<file path="src/rtl/amp_sup_pkg.sv">
package amp_sup_pkg;
  localparam int unsigned NCH_DEF       = 2;
  localparam int unsigned THERM_DEF     = 16;
  localparam int unsigned STARTUP_DEF   = 200_000; // 4 ms at 50 MHz

  typedef enum logic [1:0] {
    PWR_OFF,
    PWR_WAIT,
    PWR_ON
  } pwr_state_e;
endpackage

</file>
<file path="src/rtl/amp_pin_sync.sv">
module amp_pin_sync (
  input  logic clk_i,
  input  logic rst_ni,
  input  logic pin_i,
  output logic pin_o,
  output logic fall_o
);
  logic s1_q, s2_q, s3_q;

  always_ff @(posedge clk_i or negedge rst_ni) begin
    if (!rst_ni) begin
      s1_q <= 1'b0;
      s2_q <= 1'b0;
      s3_q <= 1'b0;
    end else begin
      s1_q <= pin_i;
      s2_q <= s1_q;
      s3_q <= s2_q;
    end
  end

  assign pin_o  = s2_q;
  assign fall_o = s3_q & ~s2_q;
endmodule

</file>
<file path="src/rtl/amp_therm_deglitch.sv">
module amp_therm_deglitch #(
  parameter int unsigned TICKS = 16,
  localparam int unsigned CW   = $clog2(TICKS + 1)
) (
  input  logic clk_i,
  input  logic rst_ni,
  input  logic run_i,
  input  logic tick_i,
  input  logic raw_i,
  output logic hot_o
);
  logic [CW-1:0] cnt_q;

  always_ff @(posedge clk_i or negedge rst_ni) begin
    if (!rst_ni)          cnt_q <= '0;
    else if (!run_i)      cnt_q <= '0;
    else if (tick_i) begin
      if (!raw_i)                    cnt_q <= '0;
      else if (cnt_q != CW'(TICKS))  cnt_q <= cnt_q + 1'b1;
    end
  end

  assign hot_o = (cnt_q == CW'(TICKS));
endmodule

</file>
<file path="src/rtl/amp_startup_timer.sv">
module amp_startup_timer
  import amp_sup_pkg::*;
#(
  parameter int unsigned CYC = STARTUP_DEF,
  localparam int unsigned CW = $clog2(CYC + 1)
) (
  input  logic clk_i,
  input  logic rst_ni,
  input  logic active_i,
  output logic ready_o
);
  pwr_state_e    st_q;
  logic [CW-1:0] cnt_q;

  always_ff @(posedge clk_i or negedge rst_ni) begin
    if (!rst_ni) begin
      st_q  <= PWR_OFF;
      cnt_q <= '0;
    end else if (!active_i) begin
      st_q  <= PWR_OFF;
      cnt_q <= '0;
    end else begin
      unique case (st_q)
        PWR_OFF: begin
          cnt_q <= CW'(1);
          st_q  <= (CYC <= 1) ? PWR_ON : PWR_WAIT;
        end
        PWR_WAIT: begin
          cnt_q <= cnt_q + 1'b1;
          if (cnt_q == CW'(CYC - 1)) st_q <= PWR_ON;
        end
        default: st_q <= PWR_ON;
      endcase
    end
  end

  assign ready_o = (st_q == PWR_ON);
endmodule

</file>
<file path="src/rtl/amp_chan_fault.sv">
module amp_chan_fault (
  input  logic clk_i,
  input  logic rst_ni,
  input  logic pin_i,
  input  logic active_i,
  input  logic oc_i,
  input  logic wr_i,
  input  logic wr_bit_i,
  output logic flag_o,
  output logic low_duty_o
);
  logic set;
  assign set = active_i & oc_i;

  always_ff @(posedge clk_i or negedge rst_ni) begin
    if (!rst_ni)                flag_o <= 1'b0;
    else if (!pin_i)            flag_o <= 1'b0;
    else if (set)               flag_o <= 1'b1;
    else if (wr_i && !wr_bit_i) flag_o <= 1'b0;
  end

  // degraded mode leaves only through a shutdown cycle
  always_ff @(posedge clk_i or negedge rst_ni) begin
    if (!rst_ni)       low_duty_o <= 1'b0;
    else if (!active_i) low_duty_o <= 1'b0;
    else if (set)      low_duty_o <= 1'b1;
  end
endmodule

</file>
<file path="src/rtl/amp_supervisor.sv">
module amp_supervisor
  import amp_sup_pkg::*;
#(
  parameter int unsigned NCH         = NCH_DEF,
  parameter int unsigned THERM_TICKS = THERM_DEF,
  parameter int unsigned STARTUP_CYC = STARTUP_DEF
) (
  input  logic           clk_i,
  input  logic           rst_ni,
  input  logic           shdn_pin_ni,
  input  logic           sw_shdn_i,
  input  logic [NCH-1:0] ch_en_i,
  input  logic [NCH-1:0] oc_det_i,
  input  logic           therm_raw_i,
  input  logic           tick_i,
  input  logic           flag_wr_i,
  input  logic [NCH-1:0] wr_fault_i,
  input  logic           wr_therm_i,
  output logic [NCH-1:0] stage_en_o,
  output logic [NCH-1:0] low_duty_o,
  output logic [NCH-1:0] fault_flag_o,
  output logic           therm_flag_o,
  output logic           reg_rst_o
);
  logic pin_s, active, ready, hot;

  amp_pin_sync i_sync (
    .clk_i, .rst_ni,
    .pin_i  (shdn_pin_ni),
    .pin_o  (pin_s),
    .fall_o (reg_rst_o)
  );

  assign active = pin_s & ~sw_shdn_i;

  amp_startup_timer #(.CYC(STARTUP_CYC)) i_timer (
    .clk_i, .rst_ni,
    .active_i (active),
    .ready_o  (ready)
  );

  amp_therm_deglitch #(.TICKS(THERM_TICKS)) i_therm (
    .clk_i, .rst_ni,
    .run_i  (pin_s),
    .tick_i (tick_i),
    .raw_i  (therm_raw_i),
    .hot_o  (hot)
  );

  always_ff @(posedge clk_i or negedge rst_ni) begin
    if (!rst_ni)                  therm_flag_o <= 1'b0;
    else if (!pin_s)              therm_flag_o <= 1'b0;
    else if (hot)                 therm_flag_o <= 1'b1;
    else if (flag_wr_i && !wr_therm_i) therm_flag_o <= 1'b0;
  end

  for (genvar c = 0; c < NCH; c++) begin : g_ch
    amp_chan_fault i_fault (
      .clk_i, .rst_ni,
      .pin_i      (pin_s),
      .active_i   (active),
      .oc_i       (oc_det_i[c]),
      .wr_i       (flag_wr_i),
      .wr_bit_i   (wr_fault_i[c]),
      .flag_o     (fault_flag_o[c]),
      .low_duty_o (low_duty_o[c])
    );
    assign stage_en_o[c] = active & ready & ~hot & ch_en_i[c];
  end
endmodule

</file>
<file path="config.mk">
export PLATFORM = sky130hd
export DESIGN_NAME = amp_supervisor
export DESIGN_NICKNAME = d
export VERILOG_FILES = /design/src/rtl/amp_sup_pkg.sv /design/src/rtl/amp_pin_sync.sv /design/src/rtl/amp_therm_deglitch.sv /design/src/rtl/amp_startup_timer.sv /design/src/rtl/amp_chan_fault.sv /design/src/rtl/amp_supervisor.sv
export SDC_FILE = /design/constraint.sdc
export NUM_CORES = 1
export LEC_CHECK = 0
export BUFFER_PORTS_ARGS = -buffer_cell sky130_fd_sc_hd__buf_2
export CAP_MARGIN = 20
export CORE_ASPECT_RATIO = 2
export CORE_UTILIZATION = 25
export DETAILED_ROUTE_END_ITERATION = 7
export MAX_ROUTING_LAYER = met4
export SLEW_MARGIN = 0
export SYNTH_ARGS = -nofsm -noshare
export SYNTH_HDL_FRONTEND = slang
export SYNTH_HIERARCHICAL = 1
export SYNTH_SLANG_ARGS = --single-unit
</file>
<file path="constraint.sdc">
create_clock -name clk_i -period 2.05 [get_ports clk_i]
set_input_delay 0.205 -clock clk_i [delete_from_list [all_inputs] [get_ports clk_i]]
set_output_delay 0.205 -clock clk_i [all_outputs]
set_load 0.01 [all_outputs]
</file>
==> flow_summary.yaml <==
sta:
  setup_violations: 0
  tightest_slew_ns: 0.758
  holdWs_ns: -0.00787
  skew_ns: 0.00701
  fmax_mhz: 509
  drv_slew: 0
  hold_viol_final: 11
  maxSlewHeadroom: 0.495
  min_period_ns: 1.97
  fin_crit_sh: 0.959
route:
  ant_nets: 0
  drc: 0
  drt_iter0_markers: 44
  drt-vias-per-instance: 5.04
  vias: 1533
  wl_um: 4300
  dr.pass1.iters: 4
  wl_per_cell_um: 14.1
clock_network:
  cts_num_sinks: 33
  worstSkewPairLatency_ns: 0.28
  post-cts-setup-buffers: 0
  hold_buffers: 0
  cts_tree: "yes"
  ctsResizeCount: 0
  cts.reportedPaths.clkPinSlew_ns: 0.05
  htreeDepth: 2
  cts_root_buf: "clkbuf_16"
  cts_made_buffers: 5
  cts_buffer_depth: 2
synth:
  yosys.cell_types.count: 46
  synth_seq_cells: 33
  syn-num-nets: 203
  ys_seq_area_frac: 0.468
  async_flop_share: 1.00
  synth-edff-count: 0
  synth_cells: 186
  synth_area_per_cell_um2: 9.48
  netlist_area_um2: 1760
  synthFlopType: "dfrtp_1"
  yosys_warnings: 6
grt:
  grt_overflow_total: 0
  antenna_found_initial: 0
  grt_max_degree: 34
  grt_pass1_vias: 1542
  grt_pass1_wl_um: 7250
  grt_usage: 0.139
worst_hold_path:
  hold_path_class: "input pin to asynchronous set/reset pin"
power_and_ir_drop:
  ir_drop_mv: 0.557
  power_density_nw_per_um2: 688
  p_total_mw: 1.47
  power_leakage_nw: 0.926
die:
  dieArea_um2: 7410
  pin_count: 22
  die_w_um: 61.4
  fp-row-count: 43
  die_h_um: 121
  start_util: 0.256
  core-area_um2: 6890
critical_path:
  worstPathMaxFanout: 5
  criticalPathCategory: "flip-flop to output pin"
  arrival_ns: 1.76
  reg2reg_depth: 6
  cp_slowest_cell: "dfrtp_1"
  cp-start-kind: "flip-flop"
  worstSetupEndpointType: "output pin"
  cp.required_ns: 1.85
  critPathMaxStageDelay_ns: 0.41
  rrSetupSlack_ns: 0.32
  cp_cell_sequence: "inv_1, ha_2, nand4bb_4, inv_4, and4bb_2, and2_2, buf_2"
  r2r_end: "i_timer/cnt_q[14]$_DFFE_PN0P_"
  r2r_start: "i_timer/cnt_q[0]$_DFFE_PN0P_"
flow_run:
  drv_cap: 0
placed_design:
  place_hpwl_um: 3230
  gp_congestion: 0.874
  port_buffers: 21
finish:
  post-route-util: 0.310
  drive_gt1_frac: 0.210
  nNetsFinal: 230
  synthToLayoutAreaGrowth_pct: 21.0
  antenna_cells: 0
outcome:
  outcome: "finished, violations left"
  violations: "hold timing"
[stage by stage]
| step | hold slack (ns) | instances | setup WS (ns) | instance area (um2) | TNS [ns] |
|---|---|---|---|---|---|
| after detailed placement | 0.324 | 296 | 0.328 | 1990 | 0 |
| after global placement | 0.323 | 296 | 0.299 | 1990 | 0 |
| after floorplan | -0.0906 | 186 | 0.234 | 1760 | 0 |
| final | -0.00787 | 304 | 0.0835 | 2130 | 0 |
| after global routing | 0.0312 | 304 | -0.00380 | 2130 | -0.00737 |
| after CTS | 0.0221 | 304 | 0.0560 | 2130 | 0 |
[cells in the final DEF, fill, tap and decap left out, types with 4 or more instances in the layout]
master / Yosys / layout
inv_1: 7 / 7
a31oi_1: 5 / 5
nand2_1: 25 / 25
clkbuf_16: 0 / 5
dfrtp_1: 33 / 33
buf_4: 2 / 7
nand3_1: 10 / 10
buf_2: 3 / 21
nor2b_1: 4 / 4
o21ai_0: 17 / 17
nand4_1: 7 / 7
a21oi_1: 9 / 9
nor2_1: 6 / 6
o22ai_1: 5 / 5
[worst max path at each step]
| stage | from | endpoint | slack (ns) | cells after the start |
|---|---|---|---|---|
| 2_1_floorplan | i_sync/pin_o$_DFF_PN0_ | i_timer/cnt_q[16]$_DFFE_PN0P_ | 0.23 | 5 |
| 3_3_place_gp | i_timer/cnt_q[12]$_DFFE_PN0P_ | i_timer/st_q[0]$_DFFE_PN0P_ | 0.30 | 4 |
| 3_5_place_dp | i_timer/cnt_q[12]$_DFFE_PN0P_ | i_timer/st_q[0]$_DFFE_PN0P_ | 0.33 | 4 |
| 4_1_cts | i_therm/cnt_q[0]$_DFFE_PN0P_ | stage_en_o[1] | 0.06 | 7 |
| 5_1_grt | i_therm/cnt_q[0]$_DFFE_PN0P_ | stage_en_o[0] | -0.004 | 7 |
| 6_report | i_therm/cnt_q[0]$_DFFE_PN0P_ | stage_en_o[1] | 0.08 | 7 |
[power breakdown]
part	total [mW]	leakage, nW	internal [mW]	switching (mW)
registers	0.671	0.449	0.663	0.00767
clock network	0.712	0.0652	0.451	0.262
logic	0.0843	0.411	0.0340	0.0502
[cell families after synthesis]
group	Yosys count	synth area share
compound gates	54	0.190
flops	33	0.468
fa+ha+maj	3	0.0213
buf+inv	16	0.0404
simple gates	78	0.268
mux	2	0.0114
[Yosys cell counts (4+ instances only)]
cell type | n | area, um2
dfrtp_1 | 33 | 826
nand2_1 | 25 | 93.8
o21ai_0 | 17 | 85.1
nand3_1 | 10 | 50.1
a21oi_1 | 9 | 45.0
inv_1 | 7 | 26.3
nand4_1 | 7 | 43.8
nor2_1 | 6 | 22.5
a31oi_1 | 5 | 31.3
o22ai_1 | 5 | 31.3
nor2b_1 | 4 | 25.0
[area by class of cell]
| class | count | area [um2] |
|---|---|---|
| Inverter | 8 | 32.5 |
| Sequential cell | 33 | 826 |
| Timing Repair Buffer | 28 | 158 |
| Tap cell | 90 | 113 |
| Clock buffer | 8 | 136 |
| Multi-Input combinational cell | 137 | 868 |
| Fill cell | 770 | 4750 |
[metal layers]
metal  track usage  wire, um  up-vias
met5             -         0        -
met2         0.235      2420       39
met4        0.0958       220        0
met1         0.131      1500      732
li1              -         -      746
met3        0.0342       151       16
[sequential cells by signal, summed over array words and instances, names as in the netlist]
| register | count |
|---|---|
| i_sync/s3_q | 1 |
| i_timer/st_q | 2 |
| i_timer/cnt_q | 18 |
| g_ch.i_fault/flag_o | 2 |
| therm_flag_o | 1 |
| i_sync/s1_q | 1 |
| i_therm/cnt_q | 5 |
| i_sync/pin_o | 1 |
| g_ch.i_fault/low_duty_o | 2 |
[worst max-delay path: cells and delay by family, from the launching register on]
kind / cells / cell delay, ns
flops: 1 / 0.41
buf+inv: 3 / 0.32
fa+ha+maj: 1 / 0.19
simple gates: 3 / 0.56
(Power assumes the default switching activity.)
